`src/rtl/sec_rtc_pkg.sv`:
```
package sec_rtc_pkg;

   // register byte offsets; software decodes these
   localparam int OFS_CTL   = 'h00;
   localparam int OFS_FCW   = 'h04;
   localparam int OFS_PRE   = 'h0C;
   localparam int OFS_ALM   = 'h14;
   localparam int OFS_CAP   = 'h20;
   localparam int WORD_STEP = 4;

   // control bit positions
   localparam int B_RUN   = 0;
   localparam int B_CEN   = 1;
   localparam int B_WRAP  = 2;
   localparam int B_LOAD  = 3;
   localparam int B_CAPT  = 4;
   localparam int B_MASK  = 5;
   localparam int B_FRC   = 6;
   localparam int B_CLR   = 7;
   localparam int CTL_STORED = 7;

   typedef struct packed {
      logic frc;
      logic mask;
      logic capt;
      logic load;
      logic wrap;
      logic cen;
      logic run;
   } ctl_bits_t;

endpackage

```
`src/rtl/sec_rtc_regs.sv`:
```
module sec_rtc_regs
   import sec_rtc_pkg::*;
#(
   parameter int unsigned DATA_W = 16,
   parameter int unsigned ADDR_W = 6,
   parameter int unsigned CNT_W  = 32,
   parameter logic [CNT_W-1:0] FCW_RESET = CNT_W'(12_000_000)
) (
   input  logic              clk,
   input  logic              rst_n,
   input  logic [ADDR_W-1:0] bus_addr,
   input  logic              bus_we,
   input  logic [DATA_W-1:0] bus_wdata,
   output logic [DATA_W-1:0] bus_rdata,
   input  logic [CNT_W-1:0]  live_count,
   output ctl_bits_t         ctl,
   output logic [CNT_W-1:0]  fcw,
   output logic [CNT_W-1:0]  preset,
   output logic [CNT_W-1:0]  alarm,
   output logic [CNT_W-1:0]  captured,
   output logic              clr_req
);

   localparam int NWORD = CNT_W / DATA_W;

   logic [CTL_STORED-1:0] ctl_q;
   logic                  ctl_hit;

   assign ctl_hit = bus_we && (bus_addr == ADDR_W'(OFS_CTL));
   assign clr_req = ctl_hit && bus_wdata[B_CLR];
   assign ctl     = ctl_bits_t'(ctl_q);

   // control: a bus write replaces the stored bits; otherwise the two
   // request bits fall back to 0 one edge after they were seen high
   always_ff @(posedge clk or negedge rst_n) begin
      if (!rst_n) begin
         ctl_q <= '0;
      end else if (ctl_hit) begin
         ctl_q <= bus_wdata[CTL_STORED-1:0];
      end else begin
         ctl_q[B_LOAD] <= 1'b0;
         ctl_q[B_CAPT] <= 1'b0;
      end
   end

   // captured count, filled only by the capture request
   always_ff @(posedge clk or negedge rst_n) begin
      if (!rst_n) begin
         captured <= '0;
      end else if (ctl_q[B_CAPT]) begin
         captured <= live_count;
      end
   end

   // multi-word storage registers, one half per generated slice
   for (genvar w = 0; w < NWORD; w++) begin : g_word
      logic [DATA_W-1:0] fcw_h;
      logic [DATA_W-1:0] pre_h;
      logic [DATA_W-1:0] alm_h;
      logic              fcw_hit;
      logic              pre_hit;
      logic              alm_hit;

      assign fcw_hit = bus_we && (bus_addr == ADDR_W'(OFS_FCW + WORD_STEP * w));
      assign pre_hit = bus_we && (bus_addr == ADDR_W'(OFS_PRE + WORD_STEP * w));
      assign alm_hit = bus_we && (bus_addr == ADDR_W'(OFS_ALM + WORD_STEP * w));

      always_ff @(posedge clk or negedge rst_n) begin
         if (!rst_n) begin
            fcw_h <= FCW_RESET[w*DATA_W +: DATA_W];
            pre_h <= '0;
            alm_h <= '0;
         end else begin
            if (fcw_hit) fcw_h <= bus_wdata;
            if (pre_hit) pre_h <= bus_wdata;
            if (alm_hit) alm_h <= bus_wdata;
         end
      end

      assign fcw[w*DATA_W +: DATA_W]    = fcw_h;
      assign preset[w*DATA_W +: DATA_W] = pre_h;
      assign alarm[w*DATA_W +: DATA_W]  = alm_h;
   end

   // read multiplexer
   always_comb begin
      bus_rdata = '0;
      if (bus_addr == ADDR_W'(OFS_CTL)) begin
         bus_rdata = DATA_W'(ctl_q);
      end
      for (int w = 0; w < NWORD; w++) begin
         if (bus_addr == ADDR_W'(OFS_FCW + WORD_STEP * w)) bus_rdata = fcw[w*DATA_W +: DATA_W];
         if (bus_addr == ADDR_W'(OFS_PRE + WORD_STEP * w)) bus_rdata = preset[w*DATA_W +: DATA_W];
         if (bus_addr == ADDR_W'(OFS_ALM + WORD_STEP * w)) bus_rdata = alarm[w*DATA_W +: DATA_W];
         if (bus_addr == ADDR_W'(OFS_CAP + WORD_STEP * w)) bus_rdata = captured[w*DATA_W +: DATA_W];
      end
   end

endmodule

```
`src/rtl/sec_rtc_presc.sv`:
```
module sec_rtc_presc #(
   parameter int unsigned PRE_W = 32
) (
   input  logic             clk,
   input  logic             rst_n,
   input  logic             hold,
   input  logic             advance,
   input  logic             restart,
   input  logic [PRE_W-1:0] limit,
   output logic             tick
);

   logic [PRE_W-1:0] cyc_q;
   logic [PRE_W:0]   cyc_nxt;

   assign cyc_nxt = {1'b0, cyc_q} + 1'b1;
   // a limit of 0 behaves like 1: every enabled cycle completes a second
   assign tick = advance && !hold && !restart && (cyc_nxt >= {1'b0, limit});

   always_ff @(posedge clk or negedge rst_n) begin
      if (!rst_n) begin
         cyc_q <= '0;
      end else if (hold || restart) begin
         cyc_q <= '0;
      end else if (advance) begin
         cyc_q <= tick ? '0 : cyc_nxt[PRE_W-1:0];
      end
   end

endmodule

```
`src/rtl/sec_rtc_count.sv`:
```
module sec_rtc_count #(
   parameter int unsigned CNT_W = 32
) (
   input  logic             clk,
   input  logic             rst_n,
   input  logic             load,
   input  logic [CNT_W-1:0] load_val,
   input  logic             tick,
   input  logic             wrap,
   output logic [CNT_W-1:0] count
);

   localparam logic [CNT_W-1:0] TOP = '1;

   always_ff @(posedge clk or negedge rst_n) begin
      if (!rst_n) begin
         count <= '0;
      end else if (load) begin
         count <= load_val;
      end else if (tick) begin
         if (count != TOP || wrap) begin
            count <= count + 1'b1;
         end
      end
   end

endmodule

```
`src/rtl/sec_rtc_alarm.sv`:
```
module sec_rtc_alarm #(
   parameter int unsigned CNT_W = 32
) (
   input  logic             clk,
   input  logic             rst_n,
   input  logic [CNT_W-1:0] count,
   input  logic [CNT_W-1:0] alarm,
   input  logic             mask,
   input  logic             frc,
   input  logic             clr,
   output logic             pend,
   output logic             irq
);

   logic equal;
   logic equal_q;

   assign equal = (count == alarm);

   // equal_q starts high so the reset state (both zero) is not an event
   always_ff @(posedge clk or negedge rst_n) begin
      if (!rst_n) begin
         equal_q <= 1'b1;
         pend    <= 1'b0;
      end else begin
         equal_q <= equal;
         if (equal && !equal_q) begin
            pend <= 1'b1;
         end else if (clr) begin
            pend <= 1'b0;
         end
      end
   end

   assign irq = (pend && !mask) || frc;

endmodule

```
`src/rtl/sec_rtc.sv`:
```
module sec_rtc
   import sec_rtc_pkg::*;
#(
   parameter int unsigned DATA_W = 16,
   parameter int unsigned ADDR_W = 6,
   parameter int unsigned CNT_W  = 32,
   parameter logic [CNT_W-1:0] FCW_RESET = CNT_W'(12_000_000)
) (
   input  logic              clk,
   input  logic              rst_n,
   input  logic [ADDR_W-1:0] bus_addr,
   input  logic              bus_we,
   input  logic [DATA_W-1:0] bus_wdata,
   output logic [DATA_W-1:0] bus_rdata,
   output logic              irq
);

   // elaboration checks on the parameter set
   if (CNT_W != 2 * DATA_W) begin : g_bad_split
      $error("sec_rtc: CNT_W must be two bus words");
   end
   if (DATA_W < 8) begin : g_bad_data
      $error("sec_rtc: DATA_W must hold the control bits");
   end
   if ((1 << ADDR_W) <= OFS_CAP + WORD_STEP) begin : g_bad_addr
      $error("sec_rtc: ADDR_W too narrow for the register map");
   end

   ctl_bits_t        ctl;
   logic [CNT_W-1:0] fcw;
   logic [CNT_W-1:0] preset;
   logic [CNT_W-1:0] alarm;
   logic [CNT_W-1:0] captured;
   logic [CNT_W-1:0] count_q;
   logic             clr_req;
   logic             tick;
   logic             pend;

   sec_rtc_regs #(
      .DATA_W(DATA_W), .ADDR_W(ADDR_W), .CNT_W(CNT_W), .FCW_RESET(FCW_RESET)
   ) u_regs (
      .clk(clk), .rst_n(rst_n),
      .bus_addr(bus_addr), .bus_we(bus_we), .bus_wdata(bus_wdata), .bus_rdata(bus_rdata),
      .live_count(count_q), .ctl(ctl), .fcw(fcw), .preset(preset), .alarm(alarm),
      .captured(captured), .clr_req(clr_req)
   );

   sec_rtc_presc #(.PRE_W(CNT_W)) u_presc (
      .clk(clk), .rst_n(rst_n),
      .hold(!ctl.run), .advance(ctl.cen), .restart(ctl.load),
      .limit(fcw), .tick(tick)
   );

   sec_rtc_count #(.CNT_W(CNT_W)) u_count (
      .clk(clk), .rst_n(rst_n),
      .load(ctl.load), .load_val(preset), .tick(tick), .wrap(ctl.wrap),
      .count(count_q)
   );

   sec_rtc_alarm #(.CNT_W(CNT_W)) u_alarm (
      .clk(clk), .rst_n(rst_n),
      .count(count_q), .alarm(alarm), .mask(ctl.mask), .frc(ctl.frc), .clr(clr_req),
      .pend(pend), .irq(irq)
   );

endmodule

```
`config.mk`:
```
export PLATFORM = sky130hd
export DESIGN_NAME = sec_rtc
export DESIGN_NICKNAME = d
export VERILOG_FILES = /design/src/rtl/sec_rtc_pkg.sv /design/src/rtl/sec_rtc_regs.sv /design/src/rtl/sec_rtc_presc.sv /design/src/rtl/sec_rtc_count.sv /design/src/rtl/sec_rtc_alarm.sv /design/src/rtl/sec_rtc.sv
export SDC_FILE = /design/constraint.sdc
export NUM_CORES = 1
export LEC_CHECK = 0
export BUFFER_PORTS_ARGS = -buffer_cell sky130_fd_sc_hd__buf_2
export CAP_MARGIN = 10
export CORE_MARGIN = 1
export CORE_UTILIZATION = 57
export CTS_CLUSTER_DIAMETER = 80
export DETAILED_ROUTE_END_ITERATION = 8
export GPL_TIMING_DRIVEN = 0
export PLACE_DENSITY_LB_ADDON = 0.08
export SETUP_SLACK_MARGIN = 0.1
export SLEW_MARGIN = 0
export SYNTH_ARGS = -nofsm -noshare
export SYNTH_HDL_FRONTEND = slang
export SYNTH_HIERARCHICAL = 1
export SYNTH_SLANG_ARGS = --single-unit
```
`constraint.sdc`:
```
create_clock -name clk -period 4.8 [get_ports clk]
set_input_delay 0.48 -clock clk [delete_from_list [all_inputs] [get_ports clk]]
set_output_delay 0.48 -clock clk [all_outputs]
set_load 0.02 [all_outputs]
```
==> results of run 1 <==
worst paths after layout:
path,to,startpoint,slack [ns]
max,u_count/count[4],u_presc/cyc_q[0],-0.03
min in group clk,u_regs/g_word[1].pre_h[9],bus_wdata[9],0.31
max reg2reg,u_count/count[4],u_presc/cyc_q[0],-0.03
max in group asynchronous,u_regs/g_word[1].fcw_h[2],rst_n,3.79
min,u_count/count[25],rst_n,0.07
min reg2reg,u_regs/captured[20],u_regs/captured[20],0.51
cell type report:
class | instances | area share
antenna | 3 | 0.0005572
buffer | 60 | 0.02628
clock buffer | 30 | 0.04541
clock inverter | 10 | 0.005572
inverter | 48 | 0.01337
multi-input combinational | 791 | 0.4792
sequential | 201 | 0.3750
tap | 265 | 0.02461
timing repair buffer | 61 | 0.03009
through the flow:
step                hold WS [ns]  setup WS [ns]
floorplan                 0.1844         0.1995
global placement          0.4903         -1.034
detailed placement        0.4970         -1.033
CTS                       0.1040        0.05305
global route              0.1448        -0.1489
finish                   0.07171       -0.02813
routing by layer:
layer | GRT usage | part of all wire
met5 | 0 | 0
met4 | 0.1137 | 0.034
met3 | 0.07516 | 0.097
met2 | 0.4865 | 0.43
met1 | 0.5134 | 0.44
cells by family (layout without fill, tap and decap cells):
kind of cell / Yosys count / in the layout / share of synthesized area
AND/OR/NAND/NOR: 328 / 328 / 0.1605
AO/OA/AOI/OAI: 215 / 215 / 0.1338
flip-flops: 201 / 201 / 0.4319
multiplexers: 145 / 145 / 0.1417
buffers and inverters: 110 / 209 / 0.04393
XOR/XNOR: 69 / 69 / 0.05175
adder cells (fa/ha/maj): 34 / 34 / 0.03643
other: 0 / 3 / 0
sequential cells by signal (all words and copies together), names as in the netlist:
register	cells
u_regs/captured	32
u_regs/g_word.pre_h	32
u_count/count	32
u_regs/g_word.alm_h	32
u_regs/ctl	7
u_alarm/equal_q	1
u_alarm/pend	1
u_presc/cyc_q	32
u_regs/g_word.fcw_h	32
worst register-to-register path: cells and delay by family (launching register included):
| kind | cells | cell delay [ns] |
|---|---|---|
| buffers and inverters | 2 | 0.31 |
| AOI/OAI and AO/OA | 3 | 0.61 |
| adders and majority gates | 2 | 0.50 |
| DFF | 1 | 0.45 |
| xor gates and xnor gates | 1 | 0.17 |
| and+or+nand+nor | 11 | 2.74 |
power by group through the flow:
stage                     logic (mW)  registers [mW]  clock network (mW)
after floorplan                0.357            1.97                   0
after detailed placement       0.528            2.06                   0
after global routing           0.623            2.05                1.74
after CTS                      0.545            2.03                1.67
after global placement         0.515            2.06                   0
final                          0.577            2.04                1.65
cells in the mapped netlist, drive strengths merged, types with 10 or more instances:
library cell,n
nand4,30
mux2i,12
ha,34
buf,29
xnor2,23
or3,15
mux2,133
o21ai,33
nor4,17
xor2,46
a21oi,31
o22ai,10
inv,47
or4,19
and3,21
a32o,26
dfstp,11
nand3,42
dfrtp,190
nor3,24
a221oi,21
nand2,77
a31oi,21
clkbuf,33
nor2,42
o211ai,16
what timing repair did:
| item | 4_1_cts | 5_1_grt |
|---|---|---|
| setup buffers | 5 | 17 |
| resized for setup | 30 | 50 |
| pin swaps | 4 | 29 |
| endpoints found under the setup margin | 32 | 25 |
| cloned | 0 | 0 |
| hold buffers | 0 | 0 |
==> results.toml, run 1 <==
[status]
status = "finished, violations left"
violations = "setup timing"

[worst_setup_path]
start_kind = "flip-flop"
endpoint_kind = "flip-flop"
cp_top_family = "simple AND/OR/NAND/NOR gates"
max_stage_delay_ns = 0.59
path_buf_inv = 2
cp_max_fo = 7
required_ns = 5.25
reg2reg_depth = 19
crit_slowest_cell = "or4b_2"
cp.arrival_ns = 5.28
worstPathCellList = "ha_4, nand3_4, or4_1, buf_6, nor3_4, nand2_2, xnor2_2, ha_1, nand4_1, nor4_4, nand4_1, a41o_4, o211ai_1, and2_4, buf_8, nand2_2, a31oi_4, or4b_2, nand3_1"
critical_path_class = "flip-flop to flip-flop"
critical_path_depth = 19

[grt]
antenna_found_initial = 3
grt_overflow = 0
grt_pass1_wl_um = 55000
grt_max_degree = 118
grt_pass1_vias = 9211
track_usage = 0.3422

[cells_and_area]
utilization = 0.6812
final_cell_mix = "dfrtp_1, mux2_2, nand2_1"
stdcell_count = 1469
fill_cells = 1588
final_layout_size_suffix_gt1_frac = 0.2814
multi_input_area_um2 = 6456
final_cell_area_um2 = 13470
syn2layout_area_growth_pct = 15.37
nets = 1245
final_common_cell = "dfrtp_1"
register_area_um2 = 5052

[clock_tree]
clock_path_buffers = 3
htreeDepth = 1
numCtsBuffers = 23
root_buffer = "clkbuf_16"
insertion_delay_ns = 0.52
clock-sinks = 201
cts_tree = "done"
clk_pin_slew_ns = 0.06

[timing]
layout_setup_ws_ns = -0.02813
tightestPinTransition_ns = 1.079
relSlewSlack = 0.2750
grt_setup_unrepaired = "yes"
period_share = 1.006
fin_setup_tns_ns = -0.06322
fmax_mhz = 207.1
setup_viol = 3
slew_violations = 0
fin_skew_ns = 0.01137
min_period_ns = 4.828
hold_viol = 0

[power]
swShare = 0.2857
peakVddDrop_v = 0.0002894
pwr-share-clk = 0.386
p_switching_mw = 1.217
p_total_mw = 4.262
seq_power_share = 0.478
internal_power_mw = 3.044
leakage_nw = 6.157
combPwrFrac = 0.135
p_per_area_nw_per_um2 = 316.3

[synthesis]
yosys_warnings = 6
ys_types = 82
synth.largest_area_cell = "dfrtp_1"
synth-seq-area-share = 0.4319
synth_top_area_frac = 0.4071
synthArstFlopShare = 1.000
synthCells = 1102
synth_top_flop_cell = "dfrtp_1"
synth-seq-cells = 201
syn_area_um2 = 11680
syn-num-nets = 1161
synth_enable_flop_cells = 0
synth_area_leaders = "dfrtp_1, mux2_2, ha_1, xor2_1, dfstp_2"
syn_area_per_cell_um2 = 10.60

[floorplan]
num_rows = 51
core_um2 = 19780
die_area_um2 = 21070
ios = 42
die_height_um = 145.1
initial_core_util = 0.5904
die_w_um = 145.1

[placed_design]
io_buffer_count = 38
dpl_cell_area_um2 = 12240
dp_hpwl_um = 26560
post-place-cells = 1406
gp_congestion = 0.9777

[routing]
avgRoutedWirePerCell_um = 24.79
drt_iter0_markers = 1117
route.vias.total = 9751
via_per_inst = 6.638
ant_nets = 0
drc = 0
drt-total-wl_um = 36420
drt_pass1_iterations = 5

[min_path]
hold_path_class = "primary input to asynchronous set/reset pin"

[flow_run]
maxCapViolations = 0
Note: power is estimated with default switching activity, not from simulation.
==> run 2: changes to the inputs <==
==> constraint.sdc (replaced) <==
create_clock -name clk -period 4.8 [get_ports clk]
set_input_delay 0.24 -clock clk [delete_from_list [all_inputs] [get_ports clk]]
set_output_delay 0.24 -clock clk [all_outputs]
set_load 0.02 [all_outputs]
==> run 2 against run 1 <==
Compared with the run above: the run still ends with setup timing left; wire length decreased by 0.53%; global-route usage unchanged; design area about the same; maximum frequency decreased by 0.56%; die area unchanged; critical path type unchanged.
==> results.toml, run 2 (synthesized netlist as in run 1, its figures left out) <==
[cells_and_area]
nets = 1246
final_common_cell = "dfrtp_1"
stdcell_count = 1470
final_cell_area_um2 = 13480
syn2layout_area_growth_pct = 15.46
utilization = 0.6817
final_layout_size_suffix_gt1_frac = 0.2812
final_cell_mix = "dfrtp_1, mux2_2, nand2_1"

[power]
p_switching_mw = 1.217
peakVddDrop_v = 0.0002887
leakage_nw = 6.162
swShare = 0.2855
p_per_area_nw_per_um2 = 316.1
seq_power_share = 0.478
internal_power_mw = 3.045
combPwrFrac = 0.135
pwr-share-clk = 0.387

[grt]
grt_pass1_vias = 9211
grt_overflow = 0
track_usage = 0.3422
grt_pass1_wl_um = 55000
grt_max_degree = 118
antenna_found_initial = 3

[timing]
slew_violations = 0
relSlewSlack = 0.2683
min_period_ns = 4.855
fin_setup_tns_ns = -0.1617
grt_setup_unrepaired = "yes"
fmax_mhz = 206.0
tightestPinTransition_ns = 1.089
setup_viol = 4
layout_setup_ws_ns = -0.05507
fin_skew_ns = 0.01150
hold_viol = 0
period_share = 1.011

[routing]
via_per_inst = 6.700
route.vias.total = 9849
ant_nets = 0
drt-total-wl_um = 36230
drt_pass1_iterations = 5
drt_iter0_markers = 1085
avgRoutedWirePerCell_um = 24.64
drc = 0

[worst_setup_path]
start_kind = "flip-flop"
r2r-end = "u_count/count[4]"
crit_slowest_cell = "or4b_2"
path_buf_inv = 2
worstPathCellList = "ha_4, nand3_4, or4_1, buf_6, nor3_4, nand2_2, xnor2_2, ha_1, nand4_1, nor4_4, nand4_1, a41o_4, o211ai_1, and2_4, buf_8, nand2_2, a31oi_4, or4b_2, nand3_1"
crit_end = "u_count/count[4]"
r2r_slack_ns = -0.06
endpoint_kind = "flip-flop"
critPathLaunch = "u_presc/cyc_q[0]"
reg2reg_depth = 19
critical_path_class = "flip-flop to flip-flop"
cp.arrival_ns = 5.30
cp_top_family = "simple AND/OR/NAND/NOR gates"
cp_max_fo = 7
max_stage_delay_ns = 0.60
required_ns = 5.25
critical_path_depth = 19
timing.rr.start = "u_presc/cyc_q[0]"

[clock_tree]
numCtsBuffers = 23
insertion_delay_ns = 0.52
root_buffer = "clkbuf_16"
clock_path_buffers = 3
htreeDepth = 1
clock-sinks = 201
clk_pin_slew_ns = 0.06
cts_tree = "done"

[status]
status = "finished, violations left"
violations = "setup timing"

[placed_design]
io_buffer_count = 38
dp_hpwl_um = 26560
gp_congestion = 0.9777
post-place-cells = 1406
dpl_cell_area_um2 = 12240
place_ws_ns = -1.033

[floorplan]
die_area_um2 = 21070
die_w_um = 145.1
core_um2 = 19780
initial_core_util = 0.5904
num_rows = 51
ios = 42
die_height_um = 145.1

[flow_run]
maxCapViolations = 0

[min_path]
hold_path_class = "primary input to flip-flop"
run 2: power groups by stage:
stage          logic, mW  clock network (mW)  registers, mW
2_1_floorplan      0.357                   0           1.97
3_3_place_gp       0.515                   0           2.06
3_5_place_dp       0.528                   0           2.06
4_1_cts            0.546                1.67           2.03
5_1_grt            0.624                1.74           2.05
6_report           0.577                1.65           2.04
run 2: metal layers:
metal | vias up | part of all wire | global-route usage
met4 | 0 | 0.032 | 0.1137
met1 | 4925 | 0.44 | 0.5134
met5 | - | 0 | 0
li1 | 4327 | - | -
met2 | 514 | 0.43 | 0.4865
met3 | 83 | 0.097 | 0.07516
run 2: per-stage QoR:
step / total power, mW / hold WS, ns
after floorplan: 2.327 / -0.05559
after global placement: 2.572 / 0.4903
after detailed placement: 2.589 / 0.3927
after CTS: 4.245 / 0.06967
after global routing: 4.417 / 0.08070
final: 4.262 / 0.07794
run 2: how the worst min path moves through the flow:
stage | cells after the start | end | from
after floorplan | 0 | u_alarm/pend | rst_n
after global placement | 1 | u_regs/captured[22] | u_regs/captured[22]
after detailed placement | 1 | u_count/count[26] | rst_n
after CTS | 2 | u_regs/g_word[1].pre_h[9] | bus_wdata[9]
after global routing | 2 | u_regs/g_word[1].pre_h[9] | bus_wdata[9]
final | 2 | u_regs/g_word[1].pre_h[9] | bus_wdata[9]
run 2: worst reg2reg max path, stage by stage (launching register included):
cell and delay (ns):
dfrtp_2 0.45, ha_4 0.18, nand3_4 0.08, or4_1 0.49, buf_6 0.16, nor3_4 0.16, nand2_2 0.10, xnor2_2 0.17
ha_1 0.33, nand4_1 0.21, nor4_4 0.39, nand4_1 0.27, a41o_4 0.33, o211ai_1 0.09, and2_4 0.23, buf_8 0.15
nand2_2 0.09, a31oi_4 0.19, or4b_2 0.60, nand3_1 0.10
run 2: layout make-up:
type | count | area (um2)
Sequential cell | 201 | 5052
Antenna cell | 3 | 7.507
Tap cell | 265 | 331.6
Timing Repair Buffer | 62 | 415.4
Inverter | 48 | 180.2
Buffer | 60 | 354.1
Fill cell | 1587 | 6297
Clock buffer | 30 | 611.8
Multi-Input combinational cell | 791 | 6456
Clock inverter | 10 | 75.07
run 2: repair_timing:
item | 4_1_cts | 5_1_grt
setup endpoints to repair | 32 | 25
hold buffers | 1 | 0
endpoints found under the hold margin | 110 | 0
resized for setup | 30 | 50
pin swaps | 4 | 29
setup buffers | 5 | 17
